===== src/rtl/pit_pkg.sv =====
package pit_pkg;

    localparam int PIT_DW = 8;
    localparam int PIT_AW = 4;

    // Register addresses
    localparam logic [PIT_AW-1:0] RA_CNT_LO = 4'd0;
    localparam logic [PIT_AW-1:0] RA_CNT_HI = 4'd1;
    localparam logic [PIT_AW-1:0] RA_LAT_LO = 4'd2;
    localparam logic [PIT_AW-1:0] RA_LAT_HI = 4'd3;
    localparam logic [PIT_AW-1:0] RA_CTRL   = 4'd4;
    localparam logic [PIT_AW-1:0] RA_FLAG   = 4'd5;
    localparam logic [PIT_AW-1:0] RA_IEN    = 4'd6;

    // Bit positions inside status/enable bytes
    localparam int BIT_ANY   = 7;
    localparam int BIT_TMR   = 6;
    localparam int BIT_SETCL = 7;
    localparam int BIT_FREE  = 0;

    typedef enum logic {
        MODE_ONESHOT = 1'b0,
        MODE_FREERUN = 1'b1
    } pit_mode_e;

    // Decoded bus strobes, one cycle wide
    typedef struct packed {
        logic wr_lat_lo;
        logic wr_lat_hi;
        logic load;
        logic wr_ctrl;
        logic wr_flag;
        logic wr_ien;
        logic ack_rd;
    } pit_req_t;

    function automatic logic is_addr(input logic [PIT_AW-1:0] a,
                                     input logic [PIT_AW-1:0] ref_a);
        return a == ref_a;
    endfunction

endpackage


===== src/rtl/pit_decode.sv =====
module pit_decode
    import pit_pkg::*;
#(
    parameter int ADDR_W = PIT_AW
) (
    input  logic              cs,
    input  logic              rd,
    input  logic              wr,
    input  logic [ADDR_W-1:0] addr,
    output pit_req_t          req
);

    logic wsel;
    logic rsel;

    assign wsel = cs && wr;
    assign rsel = cs && rd;

    always_comb begin
        req           = '0;
        req.wr_lat_lo = wsel && (is_addr(addr, RA_CNT_LO) || is_addr(addr, RA_LAT_LO));
        req.wr_lat_hi = wsel && (is_addr(addr, RA_CNT_HI) || is_addr(addr, RA_LAT_HI));
        req.load      = wsel && is_addr(addr, RA_CNT_HI);
        req.wr_ctrl   = wsel && is_addr(addr, RA_CTRL);
        req.wr_flag   = wsel && is_addr(addr, RA_FLAG);
        req.wr_ien    = wsel && is_addr(addr, RA_IEN);
        req.ack_rd    = rsel && is_addr(addr, RA_CNT_LO);
    end

endmodule


===== src/rtl/pit_counter.sv =====
module pit_counter
    import pit_pkg::*;
#(
    parameter int DATA_W = PIT_DW,
    localparam int CNT_W = 2 * DATA_W
) (
    input  logic              clk,
    input  logic              rst,
    input  logic              cnt_en,
    input  pit_req_t          req,
    input  logic [DATA_W-1:0] wdata,
    output logic [CNT_W-1:0]  cnt,
    output logic [CNT_W-1:0]  lat,
    output pit_mode_e         mode,
    output logic              armed,
    output logic              reload_pend,
    output logic              zero_evt
);

    logic at_zero;
    logic may_fire;

    assign at_zero  = (cnt == '0);
    assign may_fire = (mode == MODE_FREERUN) || armed;
    assign zero_evt = cnt_en && !req.load && !reload_pend && at_zero && may_fire;

    // Latch halves and mode
    always_ff @(posedge clk) begin
        if (rst) begin
            lat  <= '1;
            mode <= MODE_ONESHOT;
        end else begin
            if (req.wr_lat_lo) lat[DATA_W-1:0]     <= wdata;
            if (req.wr_lat_hi) lat[CNT_W-1:DATA_W] <= wdata;
            if (req.wr_ctrl)   mode <= pit_mode_e'(wdata[BIT_FREE]);
        end
    end

    // Counter, refill and one-shot arm
    always_ff @(posedge clk) begin
        if (rst) begin
            cnt         <= '1;
            reload_pend <= 1'b0;
            armed       <= 1'b0;
        end else if (req.load) begin
            cnt         <= {wdata, lat[DATA_W-1:0]};
            reload_pend <= 1'b0;
            armed       <= 1'b1;
        end else if (cnt_en) begin
            if (reload_pend) begin
                cnt         <= lat;
                reload_pend <= 1'b0;
            end else begin
                cnt <= cnt - 1'b1;
                if (at_zero) begin
                    reload_pend <= (mode == MODE_FREERUN);
                    armed       <= 1'b0;
                end
            end
        end
    end

endmodule


===== src/rtl/pit_irq.sv =====
module pit_irq
    import pit_pkg::*;
#(
    parameter int DATA_W = PIT_DW
) (
    input  logic              clk,
    input  logic              rst,
    input  pit_req_t          req,
    input  logic [DATA_W-1:0] wdata,
    input  logic              zero_evt,
    output logic              flag,
    output logic              ien,
    output logic              irq_n
);

    logic flag_clr;

    assign flag_clr = req.ack_rd || req.load || (req.wr_flag && wdata[BIT_TMR]);

    // A zero event outranks every clearing source in the same cycle
    always_ff @(posedge clk) begin
        if (rst) begin
            flag <= 1'b0;
        end else if (zero_evt) begin
            flag <= 1'b1;
        end else if (flag_clr) begin
            flag <= 1'b0;
        end
    end

    always_ff @(posedge clk) begin
        if (rst) begin
            ien <= 1'b0;
        end else if (req.wr_ien) begin
            if (wdata[BIT_SETCL]) ien <= ien | wdata[BIT_TMR];
            else                  ien <= ien & ~wdata[BIT_TMR];
        end
    end

    assign irq_n = !(flag && ien);

endmodule


===== src/rtl/pit_timer.sv =====
module pit_timer
    import pit_pkg::*;
#(
    parameter int DATA_W = PIT_DW,
    parameter int ADDR_W = PIT_AW,
    localparam int CNT_W = 2 * DATA_W
) (
    input  logic              clk,
    input  logic              rst,
    input  logic              cnt_en,
    input  logic              cs,
    input  logic              rd,
    input  logic              wr,
    input  logic [ADDR_W-1:0] addr,
    input  logic [DATA_W-1:0] wdata,
    output logic [DATA_W-1:0] rdata,
    output logic              irq_n
);

    pit_req_t         req;
    logic [CNT_W-1:0] cnt;
    logic [CNT_W-1:0] lat;
    pit_mode_e        mode;
    logic             armed;
    logic             reload_pend;
    logic             zero_evt;
    logic             tmr_flag;
    logic             tmr_ien;

    pit_decode #(.ADDR_W(ADDR_W)) u_dec (
        .cs   (cs),
        .rd   (rd),
        .wr   (wr),
        .addr (addr),
        .req  (req)
    );

    pit_counter #(.DATA_W(DATA_W)) u_cnt (
        .clk         (clk),
        .rst         (rst),
        .cnt_en      (cnt_en),
        .req         (req),
        .wdata       (wdata),
        .cnt         (cnt),
        .lat         (lat),
        .mode        (mode),
        .armed       (armed),
        .reload_pend (reload_pend),
        .zero_evt    (zero_evt)
    );

    pit_irq #(.DATA_W(DATA_W)) u_irq (
        .clk      (clk),
        .rst      (rst),
        .req      (req),
        .wdata    (wdata),
        .zero_evt (zero_evt),
        .flag     (tmr_flag),
        .ien      (tmr_ien),
        .irq_n    (irq_n)
    );

    // Read multiplexer
    always_comb begin
        rdata = '0;
        if (cs && rd) begin
            case (addr)
                RA_CNT_LO: rdata = cnt[DATA_W-1:0];
                RA_CNT_HI: rdata = cnt[CNT_W-1:DATA_W];
                RA_LAT_LO: rdata = lat[DATA_W-1:0];
                RA_LAT_HI: rdata = lat[CNT_W-1:DATA_W];
                RA_CTRL:   rdata[BIT_FREE] = (mode == MODE_FREERUN);
                RA_FLAG: begin
                    rdata[BIT_ANY] = tmr_flag && tmr_ien;
                    rdata[BIT_TMR] = tmr_flag;
                end
                RA_IEN: begin
                    rdata[BIT_SETCL] = 1'b1;
                    rdata[BIT_TMR]   = tmr_ien;
                end
                default: rdata = '0;
            endcase
        end
    end

endmodule


===== config.mk =====
export PLATFORM = sky130hd
export DESIGN_NAME = pit_timer
export DESIGN_NICKNAME = d
export VERILOG_FILES = /design/src/rtl/pit_pkg.sv /design/src/rtl/pit_decode.sv /design/src/rtl/pit_counter.sv /design/src/rtl/pit_irq.sv /design/src/rtl/pit_timer.sv
export SDC_FILE = /design/constraint.sdc
export NUM_CORES = 1
export LEC_CHECK = 0
export BUFFER_PORTS_ARGS = -buffer_cell sky130_fd_sc_hd__buf_4
export CELL_PAD_IN_SITES_DETAIL_PLACEMENT = 0
export CELL_PAD_IN_SITES_GLOBAL_PLACEMENT = 1
export CORE_MARGIN = 1.5
export CORE_UTILIZATION = 46
export CTS_CLUSTER_DIAMETER = 120
export DETAILED_ROUTE_END_ITERATION = 16
export PLACE_DENSITY_LB_ADDON = 0.1
export SKIP_LAST_GASP = 1
export SYNTH_ARGS = -nofsm -noshare
export SYNTH_HDL_FRONTEND = slang
export SYNTH_SLANG_ARGS = --single-unit

===== constraint.sdc =====
create_clock -name clk -period 4.2 [get_ports clk]
set_input_delay 0.42 -clock clk [delete_from_list [all_inputs] [get_ports clk]]
set_output_delay 0.42 -clock clk [all_outputs]
set_load 0.1 [all_outputs]

==> run summary, run 1 <==
The flow ran to the end, and the final reports show no timing, DRC or antenna violations. Clock skew on the completed layout was measured at 0.00716 ns. The logs give 0 for the initial antenna violation count and 30 for the maximum number of pins on one net before global-route repair. The tools report the headroom to the max-slew limit as 0.431. The number of gates resized after CTS was 0. Timing would allow up to 438 MHz. In this run the register-to-register setup slack is 2.18 ns. Max-cap violations in this run came to 0.

Hold timing on the final database bottoms out at a slack of 0.328 ns. Clock-pin slew was measured on the worst setup and hold paths at 0.08 ns. The start point of the critical path is addr[0]. After detailed routing, the number of vias per cell comes to 5.98.

The fill cell total of the finished layout is 472. Yosys mapped the design onto 53 distinct sky130hd cell types. The floorplan step set the die width to 74.0 um. The total via count after detailed routing was 2,339; the number of inserted diodes was 0.

In this design, the stage delay of the slowest critical-path cell is 0.43 ns. Among the stages of the critical path, the cell type that occurs most often is sky130_fd_sc_hd__buf_4. The endpoint identified for the worst register-to-register timing path is u_cnt.armed. The proportion of synthesized flip-flops having asynchronous set or reset came out at 0.

Of all nets on the critical path, the largest fanout is 29. Origin of the critical flop-to-flop path: u_cnt.cnt[0]. The critical path goes through buf_4, nor2b_1, a21oi_1, o21a_1, nor2_1, buf_4.

The fraction of layout cells with a size suffix above 1 is 0.151. For the global-route usage over all layers, the log shows 0.262. Summed over all failing endpoints, the final setup total negative slack is 0 ns. The largest delay contributor family on the critical path was buffers and inverters.

For the sink count of the clock tree, the log shows 37. The endpoint arrival time on the critical path is 1.86 ns, and the placer's final routability congestion estimate is 0.873. Before antenna repair, the detailed router went through 5 iterations. Slowest library cell on the worst path: sky130_fd_sc_hd__nor2b_1.

The count of nets left with antenna violations once routing finished came out at 0. The tools report the area of the multi-input gates as 0.00147 sq mm. Type of element launching the critical path: a primary input. The die covers 0.00548 sq mm. Summing all flip-flop and latch instances after layout gives 741 sq um.

In this run the tool buffered the top-level ports with 26 buffer cells. After legalization and detailed placement, the total HPWL measured 4650 um. The logs give 2 for the H-tree depth and 2 for the clock tree buffer depth. The post-layout utilization of the core came out at 0.547. TritonCTS built the clock tree. The via count of the first global-routing pass is 2,034. The initial core utilization was 0.484; the buffering stage count on the worst path with inverters included was 2.

The floorplan has 25 rows. The number of clock buffers added by TritonCTS is 5. Among all flip-flop cells after synthesis, the most frequent one is sky130_fd_sc_hd__dfxtp_1. Averaged over all synthesized cells, the footprint is 7.53 sq um. Area growth from synthesis to layout: 13.0%. The count of cells in the finished layout, fillers not included, comes to 391.

The cell sitting at the root of the clock tree is a sky130_fd_sc_hd__clkbuf_8. Counting buffers and inverters, the worst setup path is 6 cells deep. For the worst setup path, the data required time is 3.78 ns. The buffer count from post-CTS setup fixing came out at 0. In this run the count of I/O pins placed on the die edge is 27. The final max-slew violation count is 0.

The most critical setup path has its endpoint at rdata[6]. Counting cells, the worst reg-to-reg path comes to 7. The net count of the mapped netlist came out at 327. Type of the setup path with the least slack: in2out. The first global-routing pass estimated 10,900 um of wire. The leakage power summed over all cells was 1.02 nW; the number of flops mapped to enable cells by yosys was 0. After global routing the overflow that remains totals 0. Counting I/O delays and the setup requirement, the final critical path takes 2.28 ns.

The worst setup path is captured at an output port. Setup repair after global routing left no endpoint under its margin. In this run, the number of DRC markers left after iteration 0 of detailed routing was 231. The flip-flop and latch count after synthesis works out to 37. The tools report the post-synth design cell area as 0.00232 sq mm.

The peak supply drop is 0.205 mV, and the final routed DRC violation total is 0. During synthesis, Yosys emitted a total of 0 warnings. Worst-margin pin slew: 0.850 ns.

For the placed cell count, the log shows 383. Path category of the worst min-delay check: in2reg. For this design, the CTS-stage hold fixing added 0 buffers. The routed wire length is 6750 um, and the height of the die is 74.0 um. The part of the cycle the worst path needs came out at 0.543. Final count of hold timing violations: 0.

The core region is 0.00479 sq mm. For this run, the post-layout net count is 342. The total power divided by cell area was 285 mW/mm^2; the number of endpoints failing setup at the final stage was 0. The later pin in the worst-skew pair is clocked with a latency of 0.29 ns. After detailed routing, the average wire length per cell comes to 17.3 um. Synthesis handed over a netlist of 308 instances. Sequential element share of the synthesized area: 0.319.

The design draws 0.747 mW.
worst min path at each step:
stage                     cells after the start  slack (ns)            end         from
after CTS                                     3        0.33  u_cnt.cnt[12]     wdata[4]
after global routing                          3        0.34  u_cnt.cnt[11]     wdata[3]
after floorplan                               2        0.45    u_cnt.armed  u_cnt.armed
after global placement                        2        0.47    u_cnt.armed  u_cnt.armed
after detailed placement                      2        0.48    u_cnt.armed  u_cnt.armed
final                                         3        0.33  u_cnt.cnt[12]     wdata[4]
area by class of cell:
cell class              count  share of cell area
multi-input cells         246               0.560
flip-flops and latches     37               0.283
repair buffers             27              0.0774
clock buffers               7              0.0368
well taps                  67              0.0320
inverters                   6             0.00860
clock inverters             1             0.00191
power by group:
part / internal [mW] / switching [mW] / leakage [nW]
combinational: 0.0372 / 0.0660 / 0.666
clock: 0.148 / 0.129 / 0.0542
sequential: 0.357 / 0.00910 / 0.301
total: 0.543 / 0.204 / 1.02
layer usage:
layer	track usage	wire [um]
met1	0.396	3280
met2	0.376	3030
met3	0.0393	365
met4	0.0926	75
met5	0	0
cell usage after synthesis, types with 2 or more instances:
cell / number / area share
sky130_fd_sc_hd__o22ai_1: 5 / 0.013
sky130_fd_sc_hd__dfxtp_1: 37 / 0.32
sky130_fd_sc_hd__nor3_1: 9 / 0.019
sky130_fd_sc_hd__a32oi_1: 5 / 0.019
sky130_fd_sc_hd__o32a_1: 2 / 0.0086
sky130_fd_sc_hd__nand4_1: 6 / 0.016
sky130_fd_sc_hd__a2bb2oi_1: 2 / 0.0076
sky130_fd_sc_hd__nor4_1: 2 / 0.0054
sky130_fd_sc_hd__mux4_2: 4 / 0.039
sky130_fd_sc_hd__nand2_1: 51 / 0.083
sky130_fd_sc_hd__a21oi_1: 16 / 0.035
sky130_fd_sc_hd__nand3_1: 32 / 0.069
sky130_fd_sc_hd__clkbuf_1: 10 / 0.016
sky130_fd_sc_hd__inv_1: 6 / 0.0097
sky130_fd_sc_hd__o31ai_1: 2 / 0.0065
sky130_fd_sc_hd__xnor2_1: 3 / 0.011
sky130_fd_sc_hd__mux2i_1: 6 / 0.026
sky130_fd_sc_hd__a211oi_1: 2 / 0.0065
sky130_fd_sc_hd__o21ai_0: 16 / 0.035
sky130_fd_sc_hd__nor2b_1: 10 / 0.027
sky130_fd_sc_hd__o311ai_0: 2 / 0.0076
sky130_fd_sc_hd__nand3b_1: 4 / 0.013
sky130_fd_sc_hd__nor2_1: 34 / 0.055
sky130_fd_sc_hd__a31oi_1: 3 / 0.0081
sky130_fd_sc_hd__buf_4: 2 / 0.0065
sky130_fd_sc_hd__or2_2: 2 / 0.0054
sky130_fd_sc_hd__nand2b_1: 3 / 0.0081
sky130_fd_sc_hd__buf_2: 7 / 0.015
placed cells by master, fill, tap and decap left out, types with 2 or more instances in the layout:
cell type and count:
sky130_fd_sc_hd__nand2b_1 3, sky130_fd_sc_hd__nand3b_1 4, sky130_fd_sc_hd__a211oi_1 2, sky130_fd_sc_hd__nand2_1 51
sky130_fd_sc_hd__xnor2_1 3, sky130_fd_sc_hd__buf_4 27, sky130_fd_sc_hd__mux4_2 4, sky130_fd_sc_hd__nor3_1 9
sky130_fd_sc_hd__nor2_1 34, sky130_fd_sc_hd__mux2i_1 6, sky130_fd_sc_hd__inv_1 6, sky130_fd_sc_hd__or2_2 2
sky130_fd_sc_hd__nand3_1 32, sky130_fd_sc_hd__nor4_1 2, sky130_fd_sc_hd__o21ai_0 16, sky130_fd_sc_hd__dfxtp_1 37
sky130_fd_sc_hd__a32oi_1 5, sky130_fd_sc_hd__o32a_1 2, sky130_fd_sc_hd__nand4_1 6, sky130_fd_sc_hd__a2bb2oi_1 2
sky130_fd_sc_hd__clkbuf_8 7, sky130_fd_sc_hd__o311ai_0 2, sky130_fd_sc_hd__a31oi_1 3, sky130_fd_sc_hd__a21oi_1 16
sky130_fd_sc_hd__o22ai_1 5, sky130_fd_sc_hd__o31ai_1 2, sky130_fd_sc_hd__nor2b_1 10
cells by family after synthesis:
| kind of cell | after synthesis | share of synthesized area |
|---|---|---|
| simple gates | 163 | 0.353 |
| compound gates | 68 | 0.195 |
| flops | 37 | 0.319 |
| buf+inv | 25 | 0.0475 |
| mux | 10 | 0.0648 |
| xor+xnor | 4 | 0.0151 |
| fa+ha+maj | 1 | 0.00540 |
state kept, by name, summed over array words and instances (netlist names), named ones only:
| signal | cells |
|---|---|
| u_cnt.armed | 1 |
| u_cnt.cnt | 16 |
| u_cnt.reload_pend | 1 |
| u_cnt.mode | 1 |
| u_cnt.lat | 16 |
| u_irq.flag | 1 |
worst reg2reg max path, cell delays in order, from the launching register on:
cell	delay, ns
sky130_fd_sc_hd__dfxtp_1	0.39
sky130_fd_sc_hd__inv_1	0.09
sky130_fd_sc_hd__ha_1	0.24
sky130_fd_sc_hd__nor4b_4	0.45
sky130_fd_sc_hd__nand4_1	0.22
sky130_fd_sc_hd__nor4_2	0.29
sky130_fd_sc_hd__nand2b_1	0.16
sky130_fd_sc_hd__a21oi_1	0.06
metrics by stage:
step	setup slack (ns)	instance area, sq um
6_report	1.92	2620
5_1_grt	1.82	2620
4_1_cts	1.90	2620
3_5_place_dp	1.91	2520
3_3_place_gp	1.91	2520
2_1_floorplan	0.546	2320
(Power assumes the default switching activity.)
==> run 2, diff against run 1 <==
CORE_UTILIZATION = 43   (was 46)
clock period = 2.4 ns   (was 4.2 ns; I/O delays follow)
==> run 2 against run 1 <==
Effect of this change: sequential power grew 75%; total power grew 68%; core utilization shrank 3.3 points; critical endpoint is now rdata[7]; cell area grew 0.96%; routed wire length grew 4.5%; first-iteration DRC count shrank 32%; clock power grew 53%.
==> run summary, run 2 (synthesis gave the netlist of run 1 again) <==
The flow ran to the end, and the final reports show no timing, DRC or antenna violations. The average vias per placed instance was 5.92 (-1.1%); the initial core utilization was 0.451 (-0.0334). The core area came out at 0.00514 sq mm (+7.4%). The via count of the first global-routing pass was 2,254 (+11%). From synthesis to final layout, the design area changed by 14.0%.

The reported net switching power was 0.352 mW (+72%). The leakage power summed over all cells came out at 1.03 nW (+0.62%). The clock tree buffer depth came out at 2 (unchanged). Depth of the worst hold-timing path: 3 (unchanged). The startpoint of the tightest hold check path was wdata[4].

The top cell types in the final layout, fill and taps aside, are 51 x sky130_fd_sc_hd__nand2_1, 37 x sky130_fd_sc_hd__dfxtp_1, 32 x sky130_fd_sc_hd__nand3_1. Leftover overflow at the end of global routing: 0 (unchanged). The part of the cycle the worst path needs is 0.819.

The run gives 0.00584 sq mm (+6.7%) as the area of the die. The total via count after detailed routing came out at 2,349 (+0.43%). The origin of the critical flop-to-flop path was u_cnt.cnt[0].

The number of inserted diodes came out at 0 (unchanged). Worst clock skew: 0.00256 ns (-0.00459 ns). The total power divided by cell area came out at 474 mW/mm^2 (+66%). The internal reg-to-reg setup slack was 0.46 ns (-1.72 ns); the data required time of the critical path was 2.16 ns (-1.62 ns). In the final layout, the registers with the most flip-flops are u_cnt.cnt x16, u_cnt.lat x16. The routed wire length per instance was 17.8 um (+2.9%); the fraction of layout cells with a size suffix above 1 was 0.171 (+0.0200).

The number of placement rows came out at 26 (+4.0%). For hold timing, the worst endpoint is u_cnt.cnt[12]. The tools report the final max-slew violation count as 0 (unchanged). The routed wire length came out at 7050 um (+4.5%).

The logs give 0.156 ns (-0.172 ns) for the tightest hold margin and 0.339 (-0.033) for the share of power burned in the clock network. The run gives 0.471 (+0.0399) as the headroom to the max-slew limit. The tools report the type of element launching the critical path as a flip-flop. Total negative slack for setup checks: 0 ns (unchanged). The slowest library cell on the worst path is sky130_fd_sc_hd__dfxtp_1. TritonCTS built the clock tree. For the internal power component, the log shows 0.900 mW (+66%). The run gives 0 (unchanged) as the post-cts repair resize count. Floorplan die width: 76.4 um (+3.3%). Number of search-and-repair iterations in the first detailed-routing pass: 4 (-1). The first-iteration detailed-routing DRC count was 158 (-32%).

The endpoint arrival time on the critical path came out at 1.73 ns (-0.13 ns). The longest individual stage delay on the worst path is 0.49 ns (+0.06 ns), and the initial antenna violation count is 0 (unchanged). The maximum number of pins on one net before global-route repair came out at 30 (unchanged). The sink count of the clock tree came out at 37 (unchanged). The endpoint type of the worst setup path is an output port. The global-route usage over all layers was 0.256 (-0.00550); the number of top-level pins was 27 (unchanged). The largest fanout on the critical path came out at 6 (-79%).

The library cell used most frequently in the layout, excluding fill and tap cells, is sky130_fd_sc_hd__nand2_1. The latest clock arrival within the worst-skew pair is 0.29 ns (about the same), and the worst-margin pin slew is 0.791 ns (-0.0596 ns). The total of max-cap violations is 0 (unchanged), and the number of buffers added by the clock tree synthesis step is 5 (unchanged). Half-perimeter wire length after placement: 5010 um (+7.8%).

The tools report the final routed DRC violation total as 0 (unchanged). Placer's final routability congestion estimate: 0.839 (-3.9%). Counting I/O delays and the setup requirement, the final critical path takes 1.97 ns. The run gives 509 MHz as the highest clock rate. The critical path goes through mux2i_1, nor2_1, a31oi_1, o221a_2, nor2_2, buf_4.

Combinational fraction of design power: 0.149 (+0.011). The tools report the global-route wire length before repair as 11,800 um (+8.5%). The tools report the number of endpoints failing setup at the final stage as 0 (unchanged).

The post-layout utilization of the core was 0.514 (-0.0328). The H-tree depth came out at 2 (unchanged). The peak supply drop was 0.264 mV (+29%); the clock transition time at the flip-flop clock pins of the worst setup and hold paths was 0.07 ns (about the same). The final count of hold timing violations was 0 (unchanged); the hold buffer count at CTS was 0 (unchanged). The buffer count from post-CTS setup fixing was 0 (unchanged); the switching share of power was 0.281 (+0.00782). The height of the die was 76.4 um (+3.3%). The count of nets left with antenna violations after detail routing came out at 0 (unchanged). The buffering stage count on the worst path with inverters included was 1 (-1); the number of buffer cells added on primary ports was 26 (unchanged). Number of cell instances on the worst register-to-register path: 7 (unchanged).

The path category of the worst min-delay check is in2reg. The count of nets after finishing is 345 (+0.88%), and the sequential share of power is 0.512 (+0.022). Endpoint of the lowest-slack register-to-register path: u_cnt.armed.

Setup repair after global routing left no endpoint under its margin. Master cell of the clock root buffer: sky130_fd_sc_hd__clkbuf_8. Type of the setup path with the least slack: reg2out. Largest delay contributor family on the critical path: flip-flops.
==> run 2: worst max-delay path by stage <==
stage / end / depth (start not counted) / from / slack, ns
2_1_floorplan: rdata[1] / 3 / addr[3] / -0.03
3_3_place_gp: u_cnt.cnt[1] / 5 / addr[2] / 0.47
3_5_place_dp: u_cnt.cnt[1] / 5 / addr[2] / 0.47
4_1_cts: rdata[7] / 6 / u_cnt.cnt[7] / 0.41
5_1_grt: u_cnt.reload_pend / 7 / u_cnt.cnt[0] / 0.29
6_report: rdata[7] / 6 / u_cnt.cnt[7] / 0.43
==> run 2: per-stage QoR <==
stage	cells	total power [mW]	setup WS (ns)	area, sq um
final	397	1.25	0.434	2640
after global routing	397	1.31	0.288	2640
after CTS	397	1.26	0.409	2640
after detailed placement	389	0.841	0.466	2560
after global placement	389	0.841	0.466	2560
after floorplan	308	0.777	-0.0336	2340
==> run 2: power groups by stage <==
stage	Combinational [mW]	Sequential, mW	Clock, mW
floorplan	0.127	0.650	0
global placement	0.186	0.654	0
detailed placement	0.186	0.655	0
CTS	0.186	0.641	0.433
global route	0.203	0.642	0.463
finish	0.187	0.641	0.425
==> run 2: layer usage <==
layer  track usage  up-vias  wire length, um
met5             0        -                0
met4        0.0870        0               79
met3        0.0371        7              358
met2         0.391       51             3180
met1         0.368     1132             3440
li1              -     1159                -
==> run 2: tightest hold or removal path, stage by stage <==
cell and delay, ns:
sky130_fd_sc_hd__buf_4 0.09, sky130_fd_sc_hd__nand2_1 0.04, sky130_fd_sc_hd__nand2_1 0.04
==> run 2: cell type report <==
cell class                      count  area (sq um)
Multi-Input combinational cell    246          1490
Timing Repair Buffer               30           225
Fill cell                         567          2500
Inverter                            6          22.5
Tap cell                           70          87.6
Sequential cell                    37           741
Clock buffer                        8          80.1
